--- src/rtl/tsa_pkg.sv ---
package tsa_pkg;
    localparam int unsigned NUM_TS   = 32;
    localparam int unsigned T1_TS    = 24;
    localparam int unsigned BYTE_W   = 8;
    localparam int unsigned BID_W    = 5;
    localparam int unsigned TS_W     = $clog2(NUM_TS);
    localparam int unsigned BIT_W    = $clog2(BYTE_W);
    localparam int unsigned FRAME_E1 = NUM_TS * BYTE_W;
    localparam int unsigned FRAME_T1 = T1_TS * BYTE_W + 1;
    localparam int unsigned CNT_W    = $clog2(FRAME_E1);

    typedef struct packed {
        logic              en;
        logic [BID_W-1:0]  bid;
        logic              cond;
        logic [BYTE_W-1:0] pat;
    } slot_cfg_t;
endpackage

--- src/rtl/tsa_framer.sv ---
module tsa_framer
    import tsa_pkg::*;
(
    input  logic              clk,
    input  logic              rst_n,
    input  logic              e1_mode,
    input  logic              bit_en,
    input  logic              frame_sync,
    input  logic              ser_bit,
    output logic              byte_vld,
    output logic [BYTE_W-1:0] byte_data,
    output logic [TS_W-1:0]   byte_ts,
    output logic              frame_start
);
    localparam logic [CNT_W-1:0] LAST_E1 = CNT_W'(FRAME_E1 - 1);
    localparam logic [CNT_W-1:0] LAST_T1 = CNT_W'(FRAME_T1 - 1);

    typedef struct packed {
        logic              locked;
        logic [CNT_W-1:0]  cnt;
        logic [BYTE_W-1:0] shreg;
        logic              vld;
        logic [BYTE_W-1:0] octet;
        logic [TS_W-1:0]   ts;
        logic              fstart;
    } fr_state_t;

    fr_state_t        q, d;
    logic [CNT_W-1:0] last;
    logic [CNT_W-1:0] pos;
    logic [CNT_W-1:0] idx;

    assign last = e1_mode ? LAST_E1 : LAST_T1;

    always_comb begin
        d        = q;
        d.vld    = 1'b0;
        d.fstart = 1'b0;
        pos      = '0;
        idx      = '0;
        if (bit_en && (frame_sync || q.locked)) begin
            pos      = frame_sync ? '0 : q.cnt;
            d.locked = 1'b1;
            d.cnt    = (pos == last) ? '0 : pos + 1'b1;
            d.fstart = (pos == '0);
            // the 24-slot frame spends position 0 on its framing bit
            if (e1_mode || pos != '0) begin
                idx     = e1_mode ? pos : pos - 1'b1;
                d.shreg = {q.shreg[BYTE_W-2:0], ser_bit};
                if (idx[BIT_W-1:0] == '1) begin
                    d.vld   = 1'b1;
                    d.octet = d.shreg;
                    d.ts    = idx[BIT_W +: TS_W];
                end
            end
        end
    end

    always_ff @(posedge clk) begin
        if (!rst_n) q <= '0;
        else        q <= d;
    end

    assign byte_vld    = q.vld;
    assign byte_data   = q.octet;
    assign byte_ts     = q.ts;
    assign frame_start = q.fstart;
endmodule

--- src/rtl/tsa_slot_table.sv ---
module tsa_slot_table
    import tsa_pkg::*;
(
    input  logic              clk,
    input  logic              rst_n,
    input  logic              cfg_we,
    input  logic [TS_W-1:0]   cfg_ts,
    input  slot_cfg_t         cfg_entry,
    input  logic              frame_start,
    input  logic              byte_vld,
    input  logic [BYTE_W-1:0] byte_data,
    input  logic [TS_W-1:0]   byte_ts,
    output logic              out_valid,
    output logic [BYTE_W-1:0] out_octet,
    output logic [TS_W-1:0]   out_ts,
    output logic [BID_W-1:0]  out_bid
);
    typedef struct packed {
        slot_cfg_t [NUM_TS-1:0] pend;
        slot_cfg_t [NUM_TS-1:0] act;
        logic                   vld;
        logic [BYTE_W-1:0]      octet;
        logic [TS_W-1:0]        ts;
        logic [BID_W-1:0]       bid;
    } tbl_state_t;

    tbl_state_t q, d;
    slot_cfg_t  sel;

    assign sel = q.act[byte_ts];

    always_comb begin
        d     = q;
        d.vld = 1'b0;
        // staging copy becomes live only at a frame start
        if (frame_start) d.act = q.pend;
        if (cfg_we)      d.pend[cfg_ts] = cfg_entry;
        if (byte_vld && sel.en) begin
            d.vld   = 1'b1;
            d.octet = sel.cond ? sel.pat : byte_data;
            d.ts    = byte_ts;
            d.bid   = sel.bid;
        end
    end

    always_ff @(posedge clk) begin
        if (!rst_n) q <= '0;
        else        q <= d;
    end

    assign out_valid = q.vld;
    assign out_octet = q.octet;
    assign out_ts    = q.ts;
    assign out_bid   = q.bid;
endmodule

--- src/rtl/tsa_port_mapper.sv ---
module tsa_port_mapper
    import tsa_pkg::*;
(
    input  logic              clk,
    input  logic              rst_n,
    input  logic              e1_mode,
    input  logic              bit_en,
    input  logic              frame_sync,
    input  logic              ser_bit,
    input  logic              cfg_we,
    input  logic [TS_W-1:0]   cfg_ts,
    input  logic              cfg_en,
    input  logic [BID_W-1:0]  cfg_bid,
    input  logic              cfg_cond,
    input  logic [BYTE_W-1:0] cfg_pat,
    output logic              out_valid,
    output logic [BYTE_W-1:0] out_octet,
    output logic [TS_W-1:0]   out_ts,
    output logic [BID_W-1:0]  out_bid
);
    logic              byte_vld;
    logic [BYTE_W-1:0] byte_data;
    logic [TS_W-1:0]   byte_ts;
    logic              frame_start;
    slot_cfg_t         cfg_entry;

    assign cfg_entry = '{en: cfg_en, bid: cfg_bid, cond: cfg_cond, pat: cfg_pat};

    tsa_framer u_framer (
        .clk         (clk),
        .rst_n       (rst_n),
        .e1_mode     (e1_mode),
        .bit_en      (bit_en),
        .frame_sync  (frame_sync),
        .ser_bit     (ser_bit),
        .byte_vld    (byte_vld),
        .byte_data   (byte_data),
        .byte_ts     (byte_ts),
        .frame_start (frame_start)
    );

    tsa_slot_table u_table (
        .clk         (clk),
        .rst_n       (rst_n),
        .cfg_we      (cfg_we),
        .cfg_ts      (cfg_ts),
        .cfg_entry   (cfg_entry),
        .frame_start (frame_start),
        .byte_vld    (byte_vld),
        .byte_data   (byte_data),
        .byte_ts     (byte_ts),
        .out_valid   (out_valid),
        .out_octet   (out_octet),
        .out_ts      (out_ts),
        .out_bid     (out_bid)
    );
endmodule

--- config.mk ---
export PLATFORM = sky130hd
export DESIGN_NAME = tsa_port_mapper
export DESIGN_NICKNAME = d
export VERILOG_FILES = /design/src/rtl/tsa_pkg.sv /design/src/rtl/tsa_framer.sv /design/src/rtl/tsa_slot_table.sv /design/src/rtl/tsa_port_mapper.sv
export SDC_FILE = /design/constraint.sdc
export NUM_CORES = 2
export LEC_CHECK = 0
export CORE_MARGIN = 1.5
export CORE_UTILIZATION = 65
export DETAILED_ROUTE_END_ITERATION = 8
export GPL_TIMING_DRIVEN = 0
export PLACE_DENSITY = 0.82
export SKIP_CTS_REPAIR_TIMING = 1
export SYNTH_ARGS = -nofsm -noshare
export SYNTH_HDL_FRONTEND = slang
export SYNTH_HIERARCHICAL = 1
export SYNTH_SLANG_ARGS = --single-unit
--- constraint.sdc ---
create_clock -name clk -period 6.7 [get_ports clk]
set_input_delay 1.005 -clock clk [delete_from_list [all_inputs] [get_ports clk]]
set_output_delay 1.005 -clock clk [all_outputs]
set_load 0.005 [all_outputs]
Word level (Yosys, flattened, before mapping)
Cells that the tools add are included.
Word-level totals
  bits of input ports: 27
  register bits: 1010
  output and inout port bits: 19
Operators by class
  $add $sub $neg: 2
  equality and inequality tests: 2
  muxes and demuxes: 12
  $lt $le $gt $ge: 3
  reductions and logical operators: 11
Operators with widths (count)
  480-bit bitwise mux: 1
  15-bit binary-select mux with 5-bit select: 1
  15-bit demux with 5-bit select: 1
  8-bit two-way mux: 4
  15-bit two-way mux: 2
  19-bit two-way mux: 1
  14-bit two-way mux: 1
  5-bit by 6-bit less-than comparator with 1-bit output (second input constant): 2
  8-bit by 1-bit adder with 8-bit output (second input constant): 1
  8-bit == test: 1
  8-bit zero test: 1
  8-bit nonzero test: 1
  8-bit by 1-bit subtractor with 8-bit output (second input constant): 1
  6-bit two-way mux: 1
  3-bit AND reduction: 2
  5-bit by 1-bit >= comparator with 1-bit output (second input constant): 1
  2-bit AND reduction: 2
  3-bit == test (second input constant): 1
  1-bit logical AND: 3
  1-bit logical OR: 2

Longest topological paths before layout
  depth in word-level cells: 5
  gate-level depth with buffers: 12

By module
The synthesis kept the hierarchy.
Modules (own cells, without submodules)
  tsa_slot_table: area an instance 38082.8 um^2, instances 1, cells each 4090
  tsa_framer: area an instance 1655.3 um^2, instances 1, cells each 212

Least setup slack after synthesis
OpenSTA, ideal clock, no wires.
  path kind: input to register
  start point: input frame_sync
  end point: register u_framer.q, in the netlist u_framer/byte_data[0]
  setup time: 132 ps
  path buffers: 2
  arrival: 2490 ps
  data required time: 6568 ps
  cell stages on the path: 10
  path slack: 4078 ps
  cell sequence: clkbuf_1 -> inv_1 -> nand2_1 -> ha_1 -> nor2b_1 -> o21ai_0 -> a22o_2 -> clkbuf_2 -> o21ai_1 -> a21oi_1
Between the ends
  word-level cells in the longest chain between the ends: 5
RTL lines
  from (decl): RTL line tsa_port_mapper.sv:8  | input logic frame_sync,
  8-bit two-way mux: RTL line tsa_framer.sv:42  | pos = frame_sync ? '0 : q.cnt;
  8-bit by 1-bit subtractor with 8-bit output: RTL line tsa_framer.sv:48  | idx = e1_mode ? pos : pos - 1'b1;
  8-bit two-way mux: RTL line tsa_framer.sv:48
  3-bit == test: RTL line tsa_framer.sv:50  | if (idx[BIT_W-1:0] == '1) begin
  3-bit AND reduction (no line) (*)
  to (signal assigned): RTL line tsa_framer.sv:60  | if (!rst_n) q <= '0;
  to (signal assigned): RTL line tsa_framer.sv:61  | else q <= d;
  to (decl): RTL line tsa_framer.sv:28  | fr_state_t q, d;
Every way passes the cells marked *; elsewhere a longest branch is shown, timed or not.
A chain may end at the register's enable or synchronous reset.

Final worst setup path
  start point: register u_framer.q, in the netlist u_framer/byte_ts[0]
  end point: register u_table.q, in the netlist u_table/out_bid[1]
Between the ends
  word-level cells in the longest chain between the ends: 3
RTL lines
  15-bit binary-select mux with 5-bit select (*): RTL line tsa_slot_table.sv:30  | assign sel = q.act[byte_ts];
  15-bit two-way mux (implied by the code) (*): RTL line tsa_slot_table.sv:30
  1-bit logical AND: RTL line tsa_slot_table.sv:38  | if (byte_vld && sel.en) begin
  to (signal assigned): RTL line tsa_slot_table.sv:47  | if (!rst_n) q <= '0;
  to (signal assigned): RTL line tsa_slot_table.sv:48  | else q <= d;
  to (decl): RTL line tsa_slot_table.sv:27  | tbl_state_t q, d;
Every way passes the cells marked *; elsewhere a longest branch is shown, timed or not. The select of a mux whose other input is x is not followed.

==> summary.txt <==
Clock buffer count from CTS: 96
DRC: 0
M1 WL: 46,600 um
R2R Setup Slk: 2.31 ns
XOR/XNOR share of the synthesized area: 0.0661%
Die Span Y: 250 um
Worst Skew: 0.0321 ns
Fmax: 0.228 GHz
Leakage power: 14.9 nW
Post-synthesis compound-gate area fraction: 8.05%
Pre-CTS setup slack: 2.51 ns
Largest net degree at the start of global routing: 16
Clock slew at reported path FFs: 0.06 ns
Worst Path Required: 7.19 ns
Sequential share of power: 48.3%
Setup TNS: 0 ns
Simple-gate share of the synthesized area: 16.3%
Fin worst setup slack: 2.31 ns
CTS tree: yes
Synth top area share: 50.9%
WHS Endpoint: u_table/q[527]
Synth warnings: 6
Area delta synth->final: 12.2%
Synthesized flop and latch total: 1,010
Worst path max stage delay: 1.05 ns
Drt pass-1 iters: 8
CP Class: reg2reg
Fin crit share: 65.5%
Avg Cell Area, Syn: 9.24 um^2
Rows: 90
Final ANT Viol Nets: 0
Worst-Skew Late Latency: 0.66 ns
Mapped Nets: 4,330
Largest family of logic cells by synthesized area: multiplexers
Routed len/inst: 23.7 um
GRT Resource Usage Total: 39.3%
Status: complete, no violations
PD cells: 281 nW/um^2
Fin nets: 4,472
Main flop type after synthesis: dfxtp_1
Dpl hpwl: 86,400 um
RSZ-0062 raised after global routing: no
Core Region: 60,400 um^2
Initial cell density of the core: 65.8%
Register area share after synthesis: 50.9%
Area of the mapped netlist: 39,700 um^2
Die area: 62,600 um^2
Port Buffer Count: 44
Layout fillers: 4,260
Adder-cell share of the synthesized area: 0.0315%
Gate power share: 5.1%
Slew @ Worst Pin: 1.28 ns
WL met2: 53,800 um
Final Setup Violations: 0
EDFF count, synth: 0
Die width: 250 um
Highest metal used: met5
R2r startpoint: u_framer/byte_ts[0]
Area contributors post-synth: dfxtp_1 51%, mux2i_1 13%, nand2_1 9.8%, mux4_2 7.1%, a21oi_1 6.5%
FF+latch area: 20,200 um^2
CTS sink cnt: 1,010
Clock H-tree levels: 3
Hold wc startpoint: u_table/q[527]
Synth area leader: dfxtp_1
Cells after synthesis: 4,302
Fraction of layout cells with a size suffix above 1: 8.78%
Max-slew headroom: 14.7%
Final hold vios: 0
Grt ovf: 0
Drt initial violations: 4,418
DR vias: 33,500
Global-route wire length before repair: 188,000 um
Final Util: 73.8%
Top Ports: 46
Gp weighted congestion: 0.944
Fraction of registers with async set/reset: 0%
Sw frac: 22.8%
VDD IR-drop max: 211 uV
Pins Over Slew Limit: 0
Initial antenna violation count: 3
Max_cap viols: 0
Setup crit start kind: flop
CP max FO: 11
Pint: 9.67 mW
Vias in the first global route: 31,900
Crit-path cells: buf_4 -> buf_2 -> buf_1 -> nor2_1 -> a221oi_1 -> o21ai_0 -> nor2_1 -> buf_4 -> a211oi_1
Hold depth: 2
Crit end category: flop
Slowest CP cell: a221oi_1
Worst Reg2Reg Path Length in Cells: 9
Root buf cell: clkbuf_16
Routed wl met3: 16,900 um
Post-synthesis mux area share: 20.5%
Yosys cell types: 61
Multi-input gate area: 17,900 um^2
Total Wirelength: 126,000 um
R2R Path End: u_table/out_bid[1]
Final min period: 4.39 ns
CP arrival: 4.87 ns
Critical Path Source: u_framer/byte_ts[0]
DR vias/cell: 6.31
Hold Path Class: reg2reg
Clock group share of total power: 46.6%
Clock buffer depth: 3
Sw Pwr: 2.85 mW
==> state kept, by name, summed over array words and instances, names as in the netlist <==
name,flops
u_framer/byte_data,8
u_framer/q,16
u_framer/byte_ts,5
u_framer/frame_start,1
u_framer/byte_vld,1
u_table/out_ts,5
u_table/out_octet,8
u_table/q,960
u_table/out_bid,5
u_table/out_valid,1
==> worst max-delay path, delay by kind of cell (launching register included) <==
kind,cells,cell delay [ns]
buf+inv,4,1.75
flops,1,0.36
simple gates,2,0.52
compound gates,3,1.59
==> worst max-delay path by stage <==
stage               cells after the start               endpoint  slack, ns
finish                                  9     u_table/out_bid[1]       2.31
global route                            9     u_table/out_bid[4]       2.21
CTS                                     9     u_table/out_bid[1]       2.72
detailed placement                      7         u_table/q[118]       2.51
global placement                        6         u_table/q[625]       2.48
floorplan                              10  u_framer/byte_data[0]       4.08
==> power groups by stage <==
| stage | Combinational [mW] | Clock, mW | Sequential [mW] |
|---|---|---|---|
| floorplan | 0.382 | 0 | 6.18 |
| global placement | 0.603 | 0 | 6.18 |
| detailed placement | 0.608 | 0 | 6.18 |
| CTS | 0.612 | 5.83 | 6.05 |
| global route | 0.655 | 6.08 | 6.05 |
| finish | 0.642 | 5.83 | 6.05 |
==> cell families after synthesis <==
kind of cell / after synthesis
XOR/XNOR: 3
multiplexers: 647
AND/OR/NAND/NOR: 1665
AO/OA/AOI/OAI: 599
buffers and inverters: 377
flip-flops: 1010
adder cells (fa/ha/maj): 1
==> per-layer routing <==
metal / vias up / global-route usage (%)
met4: 4 / 23.2
met3: 534 / 10.9
met1: 16000 / 51.0
met2: 2203 / 58.7
li1: 14700 / -
met5: - / 0
==> synthesized netlist by cell type (all sizes together), types with 2 or more instances <==
cell,instances
o21ai,28
a211oi,9
and3b,3
buf,126
or3b,4
o221ai,6
nand2,1037
mux4,130
o221a,6
a31oi,4
nand3b,4
a22oi,2
a221oi,8
or3,3
nor3b,4
xor2,2
and2,4
mux2,9
clkbuf,246
nand3,31
dfxtp,1010
nor3,13
o22ai,2
nor2b,7
inv,4
nor2,538
mux2i,508
a221o,2
nand4,5
or2,2
nand2b,3
o21a,4
a21oi,520
and3,4
==> cell usage in the layout, fill, tap and decap left out, types with 44 or more instances in the layout <==
master           count
dfxtp_1           1010
mux4_2             125
clkbuf_1           261
clkdlybuf4s50_1     44
buf_1               48
clkbuf_16           99
mux2i_1            507
a21oi_1            520
nor2_1             536
nand2_1           1037
==> per-stage QoR <==
step	hold slack, ns	power (mW)	instance area, um^2	std cells
after floorplan	0.429	6.56	39700	4302
after global placement	0.441	6.78	41200	5128
after detailed placement	0.447	6.79	41200	5128
after CTS	0.454	12.5	44600	5304
after global routing	0.468	12.8	44600	5304
final	0.453	12.5	44600	5309
==> layout make-up <==
class                   count  share of cell area (%)
flip-flops and latches   1010                    45.4
multi-input cells        2915                    40.1
clock buffers             138                    6.40
plain buffers             372                    3.69
well taps                 782                    2.20
clock inverters            38                    1.22
repair buffers             44                   0.988
inverters                   5                  0.0421
diodes                      5                  0.0281
Note: power is estimated with default switching activity, not from simulation.
